**src/rtl/rxf_pkg.sv**
```systemverilog
package rxf_pkg;
    localparam int unsigned BYTE_W = 8;

    typedef struct packed {
        logic              brk;
        logic              ferr;
        logic              perr;
        logic [BYTE_W-1:0] data;
    } rx_entry_t;

    // threshold for a trigger code, scaled to the buffer depth (16 -> 1,4,8,14)
    function automatic int unsigned trig_level(input logic [1:0] sel, input int unsigned depth);
        case (sel)
            2'b00:   return 1;
            2'b01:   return depth / 4;
            2'b10:   return depth / 2;
            default: return depth - 2;
        endcase
    endfunction
endpackage

```
**src/rtl/rxf_store.sv**
```systemverilog
module rxf_store
    import rxf_pkg::*;
#(
    parameter int unsigned DEPTH = 16,
    localparam int unsigned PW   = $clog2(DEPTH),
    localparam int unsigned CW   = $clog2(DEPTH + 1)
) (
    input  logic            clk,
    input  logic            rst_n,
    input  logic            push,
    input  logic            pop,
    input  logic            clr,
    input  rx_entry_t       wr_entry,
    output rx_entry_t       head,
    output logic [CW-1:0]   count
);
    typedef struct packed {
        logic [PW-1:0] wptr;
        logic [PW-1:0] rptr;
        logic [CW-1:0] cnt;
    } store_st_t;

    store_st_t st_d, st_q;
    rx_entry_t mem_q [DEPTH];

    always_comb begin
        st_d = st_q;
        if (clr) begin
            st_d = '0;
        end else begin
            if (push) st_d.wptr = st_q.wptr + PW'(1);
            if (pop)  st_d.rptr = st_q.rptr + PW'(1);
            case ({push, pop})
                2'b10:   st_d.cnt = st_q.cnt + CW'(1);
                2'b01:   st_d.cnt = st_q.cnt - CW'(1);
                default: st_d.cnt = st_q.cnt;
            endcase
        end
    end

    always_ff @(posedge clk or negedge rst_n) begin
        if (!rst_n) st_q <= '0;
        else        st_q <= st_d;
    end

    always_ff @(posedge clk) begin
        if (push && !clr) mem_q[st_q.wptr] <= wr_entry;
    end

    assign head  = (st_q.cnt == '0) ? '0 : mem_q[st_q.rptr];
    assign count = st_q.cnt;

    // a pop always removes something that was there
    p_pop_nonempty_r2: assert property (@(posedge clk) disable iff (!rst_n)
        (pop && !clr) |-> (st_q.cnt != '0));
endmodule

```
**src/rtl/rxf_timer.sv**
```systemverilog
module rxf_timer #(
    parameter int unsigned LIMIT = 640,
    localparam int unsigned TW   = $clog2(LIMIT + 1)
) (
    input  logic clk,
    input  logic rst_n,
    input  logic enable,
    input  logic have_data,
    input  logic activity,
    input  logic tick,
    output logic expired
);
    typedef struct packed {
        logic [TW-1:0] cnt;
        logic          flag;
    } tmr_st_t;

    tmr_st_t st_d, st_q;

    always_comb begin
        st_d = st_q;
        if (!enable || !have_data || activity) begin
            st_d = '0;
        end else if (tick && !st_q.flag) begin
            if (st_q.cnt == TW'(LIMIT - 1)) begin
                st_d.flag = 1'b1;
                st_d.cnt  = '0;
            end else begin
                st_d.cnt = st_q.cnt + TW'(1);
            end
        end
    end

    always_ff @(posedge clk or negedge rst_n) begin
        if (!rst_n) st_q <= '0;
        else        st_q <= st_d;
    end

    assign expired = st_q.flag;

    // traffic restarts the window
    p_tmo_clear_r8: assert property (@(posedge clk) disable iff (!rst_n)
        activity |=> !expired);
    // no timeout while single-register mode holds
    p_tmo_off_r7: assert property (@(posedge clk) disable iff (!rst_n)
        !enable |=> !expired);
endmodule

```
**src/rtl/rx_tag_fifo.sv**
```systemverilog
module rx_tag_fifo
    import rxf_pkg::*;
#(
    parameter int unsigned DEPTH          = 16,
    parameter int unsigned TICKS_PER_CHAR = 160,
    parameter int unsigned TMO_CHARS      = 4,
    localparam int unsigned CW            = $clog2(DEPTH + 1),
    localparam int unsigned TMO_LIMIT     = TICKS_PER_CHAR * TMO_CHARS
) (
    input  logic              clk,
    input  logic              rst_n,
    input  logic              fifo_en,
    input  logic              dma_mode,
    input  logic [1:0]        trig_sel,
    input  logic              flush,
    input  logic              wr_en,
    input  logic [BYTE_W-1:0] wr_data,
    input  logic              wr_perr,
    input  logic              wr_ferr,
    input  logic              wr_brk,
    input  logic              rd_pop,
    input  logic              stat_rd,
    input  logic              tick16,
    output logic [BYTE_W-1:0] rd_data,
    output logic              head_perr,
    output logic              head_ferr,
    output logic              head_brk,
    output logic              data_avail,
    output logic              overrun,
    output logic              trig_hit,
    output logic              rx_rdy_n,
    output logic              timeout,
    output logic [CW-1:0]     fill
);
    typedef struct packed {
        logic en;
        logic ovr;
    } top_st_t;

    top_st_t   st_d, st_q;
    rx_entry_t wr_entry, head;
    logic [CW-1:0] count, cap, level;
    logic clr, full, pop_ok, push_ok, drop, tmo;

    assign wr_entry = '{brk: wr_brk, ferr: wr_ferr, perr: wr_perr, data: wr_data};
    assign clr      = flush || (fifo_en != st_q.en);
    assign cap      = fifo_en ? CW'(DEPTH) : CW'(1);
    assign level    = fifo_en ? CW'(trig_level(trig_sel, DEPTH)) : CW'(1);
    assign full     = (count >= cap);
    assign pop_ok   = rd_pop && (count != '0) && !clr;
    assign push_ok  = wr_en && !clr && (!full || pop_ok);
    assign drop     = wr_en && !clr && full && !pop_ok;

    always_comb begin
        st_d    = st_q;
        st_d.en = fifo_en;
        if (drop)         st_d.ovr = 1'b1;
        else if (stat_rd) st_d.ovr = 1'b0;
    end

    always_ff @(posedge clk or negedge rst_n) begin
        if (!rst_n) st_q <= '0;
        else        st_q <= st_d;
    end

    rxf_store #(.DEPTH(DEPTH)) u_store (
        .clk      (clk),
        .rst_n    (rst_n),
        .push     (push_ok),
        .pop      (pop_ok),
        .clr      (clr),
        .wr_entry (wr_entry),
        .head     (head),
        .count    (count)
    );

    rxf_timer #(.LIMIT(TMO_LIMIT)) u_timer (
        .clk       (clk),
        .rst_n     (rst_n),
        .enable    (fifo_en),
        .have_data (count != '0),
        .activity  (wr_en || rd_pop || clr),
        .tick      (tick16),
        .expired   (tmo)
    );

    assign rd_data    = head.data;
    assign head_perr  = head.perr;
    assign head_ferr  = head.ferr;
    assign head_brk   = head.brk;
    assign fill       = count;
    assign data_avail = (count != '0);
    assign overrun    = st_q.ovr;
    assign timeout    = tmo;
    assign trig_hit   = (count >= level);
    assign rx_rdy_n   = (fifo_en && dma_mode) ? !(trig_hit || tmo) : !data_avail;

    p_fill_bound_r3: assert property (@(posedge clk) disable iff (!rst_n)
        fill <= CW'(DEPTH));
    p_single_r7: assert property (@(posedge clk) disable iff (!rst_n)
        (!fifo_en && $past(!fifo_en)) |-> fill <= CW'(1));
    p_ovr_set_r3: assert property (@(posedge clk) disable iff (!rst_n)
        (fifo_en && $stable(fifo_en) && wr_en && fill == CW'(DEPTH) && !rd_pop && !flush) |=> overrun);
    p_flush_empty_r9: assert property (@(posedge clk) disable iff (!rst_n)
        flush |=> !data_avail);
    p_pop_dec_r10: assert property (@(posedge clk) disable iff (!rst_n)
        (rd_pop && fill != '0 && !wr_en && !flush && $stable(fifo_en)) |=> fill == $past(fill) - CW'(1));
    p_tmo_data_r8: assert property (@(posedge clk) disable iff (!rst_n)
        timeout |-> data_avail);
endmodule

```
**config.mk**
```make
export PLATFORM = sky130hd
export DESIGN_NAME = rx_tag_fifo
export DESIGN_NICKNAME = d
export VERILOG_FILES = /design/src/rtl/rxf_pkg.sv /design/src/rtl/rxf_store.sv /design/src/rtl/rxf_timer.sv /design/src/rtl/rx_tag_fifo.sv
export SDC_FILE = /design/constraint.sdc
export NUM_CORES = 1
export LEC_CHECK = 0
export BUFFER_PORTS_ARGS = -buffer_cell sky130_fd_sc_hd__buf_4
export CAP_MARGIN = 20
export CELL_PAD_IN_SITES_DETAIL_PLACEMENT = 0
export CELL_PAD_IN_SITES_GLOBAL_PLACEMENT = 1
export CORE_UTILIZATION = 40
export DETAILED_ROUTE_END_ITERATION = 7
export PLACE_DENSITY = 0.73
export RECOVER_POWER = 50
export SETUP_SLACK_MARGIN = 0.3
export SLEW_MARGIN = 30
export SYNTH_ARGS = -nofsm -noshare
export SYNTH_HDL_FRONTEND = slang
export SYNTH_SLANG_ARGS = --single-unit
export TNS_END_PERCENT = 20
```
**constraint.sdc**
```tcl
create_clock -name clk -period 6.9 [get_ports clk]
set_input_delay 1.035 -clock clk [delete_from_list [all_inputs] [get_ports clk]]
set_output_delay 1.035 -clock clk [all_outputs]
set_load 0.01 [all_outputs]
```
[Word-level counts from Yosys, hierarchy flattened]
Memory sizes are Yosys's and may differ from the RTL's.
Index checks and enable logic that the tools add are counted.
Word-level totals
  register bits after elaboration: 26
  RAM bits: 176
  input port bits: 22
  output and inout port bits: 21
  logic and storage cells: 71
  memories kept: 1
Memory list
  u_store.mem_q: words 16, bits a word 11, rd ports 1, clocked after memory_dff 0, write ports 1, line rxf_store.sv:24  | rx_entry_t mem_q [DEPTH];
Operators by class
  add/sub/neg operators: 5
  order comparisons: 2
  eq/ne operators: 6
  mux-type cells: 17
  reduce and logical (&&, ||, !) cells: 33
Operator list (number)
  11-bit two-way mux: 3
  13-bit two-way mux: 1
  4-bit case mux with 3 select lines: 1
  10-bit by 1-bit adder with 10-bit output (second input constant): 1
  10-bit == test (second input constant): 1
  5-bit >= comparator: 2
  10-bit two-way mux: 1
  5-bit two-way mux: 2
  5-bit case mux with 2 select lines: 1
  2-bit nonzero test: 5
  1-bit logical AND: 9
  4-bit by 1-bit adder with 4-bit output (second input constant): 2
  4-bit two-way mux: 2
  1-bit logical NOT: 7
  1-bit logical OR: 7
  1-bit two-way mux: 6
  5-bit by 1-bit adder with 5-bit output (second input constant): 1
  5-bit logical NOT: 1
  5-bit nonzero test: 1
  5-bit by 1-bit subtractor with 5-bit output (second input constant): 1
  2-bit by 1-bit == test with 1-bit output (second input constant): 2
  2-bit == test (second input constant): 2
  3-bit nonzero test: 1
  2-bit logical NOT: 1
  other kinds (2): 2

[Longest topological paths before layout]
  depth after elaboration: 9
  gate-level depth with buffers: 11
  mapped depth without buffers: 9

[Cells and area by module]
Synthesis repeated with hierarchy kept, for this count alone.
Unflattened totals
  cells, all modules: 475
  area total of the unflattened synthesis: 8525.7 um^2
By module, submodules not included
  rxf_store: times used 1, cells an instance 377, area each 7586.0 um^2, seq. area each 5610.4 um^2
  rxf_timer: times used 1, cells an instance 60, area each 605.6 um^2, seq. area each 275.3 um^2
  rx_tag_fifo: times used 1, cells an instance 38, area each 334.1 um^2, seq. area each 50.0 um^2

[Least setup slack after synthesis]
No wires, ideal clock.
  path type: input-to-reg
  start: in fifo_en
  end: mem u_store.mem_q[3][0] (netlist name), enable pin
  library setup time: 408 ps
  arrival time: 3639 ps
  data required time: 6492 ps
  path slack: 2853 ps
  cell stages on the path: 7
  path buffers: 1
  cell sequence: clkbuf_1 > inv_1 > ha_1 > or3b_2 > o22ai_2 > o211ai_2 > nor4_1
Between the ends
  word-level cells in the longest chain between the ends: 9
  elaborated cells on any way between the ends: 13
  those cells by class: order compare: 1; eq/ne: 1; mux: 3; reduce/logical: 8
RTL lines
  from (decl): line rx_tag_fifo.sv:12  | input logic fifo_en,
  branches (longest 6 deep; another with 5-bit >= comparator)
  1-bit logical AND *: line rxf_store.sv:47  | if (push && !clr) mem_q[st_q.wptr] <= wr_entry;
  1-bit two-way mux *: line rxf_store.sv:47
  1-bit two-way mux (not written as such) *: line rxf_store.sv:47
  to (decl): line rxf_store.sv:24
Mark *: on every way between the ends.

[Worst setup path after layout]
  start: reg u_store.st_q, in the netlist u_store.count[1]
  end: out rd_data[0]
Between the ends
  word-level cells in the longest chain between the ends: 2
RTL lines
  from (decl): line rxf_store.sv:23  | store_st_t st_d, st_q;
  from (signal assigned): line rxf_store.sv:43  | else st_q <= st_d;
  5-bit logical NOT: line rxf_store.sv:50  | assign head = (st_q.cnt == '0) ? '0 : mem_q[st_q.rptr];
  11-bit two-way mux: line rxf_store.sv:50
  to (decl): line rx_tag_fifo.sv:24  | output logic [BYTE_W-1:0] rd_data,
Every way passes these cells.

==> flow_summary.json <==
{
  "result_of_the_run": "finished with violations",
  "failed_checks": "capacitance limit, slew limit",
  "core_area_mm2": 0.0210,
  "layout.nets": 559,
  "via_per_instance_ratio": 5.48,
  "power.total_w": 0.00265,
  "synth.lib_cells_used.distinct": 45,
  "critPathCaptureType": "output pin",
  "finalCriticalPeriod_ns": 4.50,
  "crit_type": "flip-flop to output pin",
  "overflow": 0,
  "tritoncts": "built",
  "unrepaired_setup_endpoints_after_global_routing": "false",
  "pwr-share-comb_pct": 6.3,
  "asyncSetResetFlopFracSynth_pct": 12.9,
  "clock_latency_ns": 0.51,
  "syn_area_per_cell_um2": 17.8,
  "antenna_found_initial": 0,
  "drc": 0,
  "drv.max_cap_violation_count": 1,
  "postCtsResizedCells": 0,
  "clockRootBuffer": "sky130_fd_sc_hd__clkbuf_16",
  "routed_wl_um": 17900,
  "global_route_wire_length_before_repair_um": 27300,
  "first_iter_violations": 219,
  "vias_in_the_first_global_route": 4555,
  "cts_max_level": 1,
  "cts_hold_repair.buffers": 0,
  "sequentialPowerShare_pct": 50.9,
  "floorplan.io_pins": 43,
  "detailroute.via_count": 4442,
  "synth_largest_area_cell": "sky130_fd_sc_hd__edfxtp_1",
  "globalRouteTotalUtil_pct": 16.9,
  "flow.area_growth_from_synthesis_pct": 13.4,
  "pre_cts_ws_ns": 2.90,
  "hold_viol_final": 0,
  "post_synth_instance_area_mm2": 0.00856,
  "wl_per_cell_um": 22.1,
  "synth.area.top_cells": "sky130_fd_sc_hd__edfxtp_1, sky130_fd_sc_hd__mux4_2, sky130_fd_sc_hd__dfrtp_1, sky130_fd_sc_hd__ha_1, sky130_fd_sc_hd__a211oi_1",
  "post_cts_buffers": 0,
  "clock_sink_count": 202,
  "power_density_mw_per_mm2": 273,
  "fp.dieH_um": 148,
  "std_cell_rows": 53,
  "floorplan.die_area_mm2": 0.0220,
  "yosys_most_used_dff": "sky130_fd_sc_hd__edfxtp_1",
  "yosys.cell_count.top_type": "sky130_fd_sc_hd__edfxtp_1",
  "number_of_buffers_created_by_cts": 21,
  "leakage_nw": 3.18,
  "initial_core_util_pct": 40.7,
  "postRouteAntennaNets": 0,
  "grt_max_degree": 47,
  "internal-power_w": 0.00208,
  "max-clock-path-buffers": 3,
  "clock-skew-final_ns": 0.0163,
  "crit-reg2reg-capture": "u_store.mem_q[11][7]$_DFFE_PP_",
  "crit_startpoint": "u_store.count[1]$_DFFE_PN0P_",
  "finalSetupTns_ns": 0,
  "syn_inst": 481,
  "start_kind": "flip-flop",
  "slew_at_the_pin_closest_to_its_max_slew_limit_ns": 2.06,
  "dp_hpwl_um": 11300,
  "synth.yosys.seq_area_share_pct": 69.3,
  "syn_nets": 519,
  "holdCritPathClass": "flip-flop to flip-flop",
  "crit_path_end": "rd_data[0]",
  "fin_worst_hold_slack_ns": 0.525,
  "worst-endpoint-required_ns": 5.86,
  "drive_above_1_share_pct": 21.6,
  "ff2ff_setup_slack_ns": 3.42,
  "switching_power_w": 0.000568,
  "p_sw_share_pct": 21.5,
  "min_delay_path_depth": 1,
  "worst-r2r-cell-count": 7,
  "largest_fanout_on_the_critical_path": 14,
  "worst_slew_margin_rel_pct": -38.7,
  "synth_edf_count": 176,
  "arrival_time_of_data_at_the_critical_path_endpoint_ns": 3.47,
  "numPortBuffers": 42,
  "setup-violations-final": 0,
  "clkSlewWorstSetupHoldPaths_ns": 0.06,
  "worst_slack_ns": 2.40,
  "netlist_top_cells_count": "sky130_fd_sc_hd__edfxtp_1, sky130_fd_sc_hd__mux4_2, sky130_fd_sc_hd__dfrtp_1",
  "finalCritPeriodShare_pct": 65.2,
  "peak_supply_drop_mv": 0.199,
  "drtPass1Iterations": 4,
  "finalMaxSlewViolations": 15,
  "post-synth-top-area-fraction_pct": 61.7,
  "synth-seq-cells": 202,
  "synth.yosys.warnings": 0,
  "p_clk_share_pct": 42.8,
  "worst_r2r_startpoint": "u_store.count[0]$_DFFE_PN0P_",
  "max_freq_mhz": 222,
  "chipWidth_um": 148,
  "gpl.final_weighted_congestion": 0.818,
  "antenna_cells": 0
}
==> metrics by stage <==
step | cell area (µm²) | cells | util (%)
after CTS | 9800 | 811 | 46.6
after global routing | 9710 | 811 | 46.2
after detailed placement | 9110 | 773 | 43.4
final | 9710 | 811 | 46.2
after global placement | 9110 | 773 | 43.3
after floorplan | 8560 | 481 | -
==> cell families (layout without fill, tap and decap cells) <==
group,count (synthesis),in the layout,share of synthesized area (%)
fa+ha+maj,16,16,2.43
xor+xnor,11,11,1.13
mux,59,59,13.4
flops,202,202,69.3
buf+inv,38,93,2.19
compound gates,60,60,5.38
simple gates,95,95,6.18
==> placed cells by master, fill, tap and decap left out, drive strengths merged, types with 8 or more instances in the layout <==
| cell | count |
|---|---|
| nand2 | 14 |
| o21ai | 10 |
| inv | 11 |
| edfxtp | 176 |
| ha | 15 |
| buf | 30 |
| a211oi | 23 |
| mux2i | 12 |
| mux4 | 44 |
| nor2b | 13 |
| and2 | 11 |
| clkinv | 8 |
| nand3 | 9 |
| clkbuf | 40 |
| dfrtp | 26 |
| nor2 | 17 |
==> sequential cells by signal, indices dropped and copies added, names as in the netlist <==
signal           count
overrun              1
u_timer.expired      1
u_store.st_q         8
st_q                 1
u_store.count        5
u_timer.st_q        10
u_store.mem_q      176
==> power groups by stage <==
stage	combinational, W	clock [W]	sequential [W]
after floorplan	0.000102	0	0.00137
after global placement	0.000174	0	0.00137
after detailed placement	0.000177	0	0.00137
after CTS	0.000178	0.00115	0.00135
after global routing	0.000183	0.00120	0.00135
final	0.000167	0.00113	0.00135
==> layout make-up <==
type,instances,area [µm²]
repair buffers,45,282
inverters,10,37.5
well taps,275,344
clock buffers,25,541
fillers,1815,11300
flip-flops and latches,202,5940
clock inverters,13,143
multi-input cells,241,2420
==> worst min-delay path by stage <==
stage                           startpoint  slack, ns                            to
3_5_place_dp   u_timer.st_q[1]$_DFFE_PN0P_       0.52   u_timer.st_q[1]$_DFFE_PN0P_
3_3_place_gp   u_timer.st_q[2]$_DFFE_PN0P_       0.50   u_timer.st_q[2]$_DFFE_PN0P_
6_report       u_timer.st_q[1]$_DFFE_PN0P_       0.52   u_timer.st_q[1]$_DFFE_PN0P_
5_1_grt        u_timer.st_q[2]$_DFFE_PN0P_       0.56   u_timer.st_q[2]$_DFFE_PN0P_
4_1_cts                              rst_n       0.45  u_store.count[1]$_DFFE_PN0P_
2_1_floorplan  u_timer.st_q[2]$_DFFE_PN0P_       0.48   u_timer.st_q[2]$_DFFE_PN0P_
==> critical path, stage by stage (launching register included) <==
cell and delay (ns):
sky130_fd_sc_hd__dfrtp_1 0.48, sky130_fd_sc_hd__or3_1 0.46, sky130_fd_sc_hd__nor3_1 1.56, sky130_fd_sc_hd__a211oi_1 0.20, sky130_fd_sc_hd__buf_4 0.27
==> routing by layer <==
layer	vias to the layer above	GRT usage, %	share of wire, %
met5	-	0	0
met4	0	3.20	1.8
met3	32	2.64	4.2
met2	128	28.9	50
met1	2288	23.0	44
li1	1994	-	-
No activity file was read; power rests on OpenSTA's default activity.
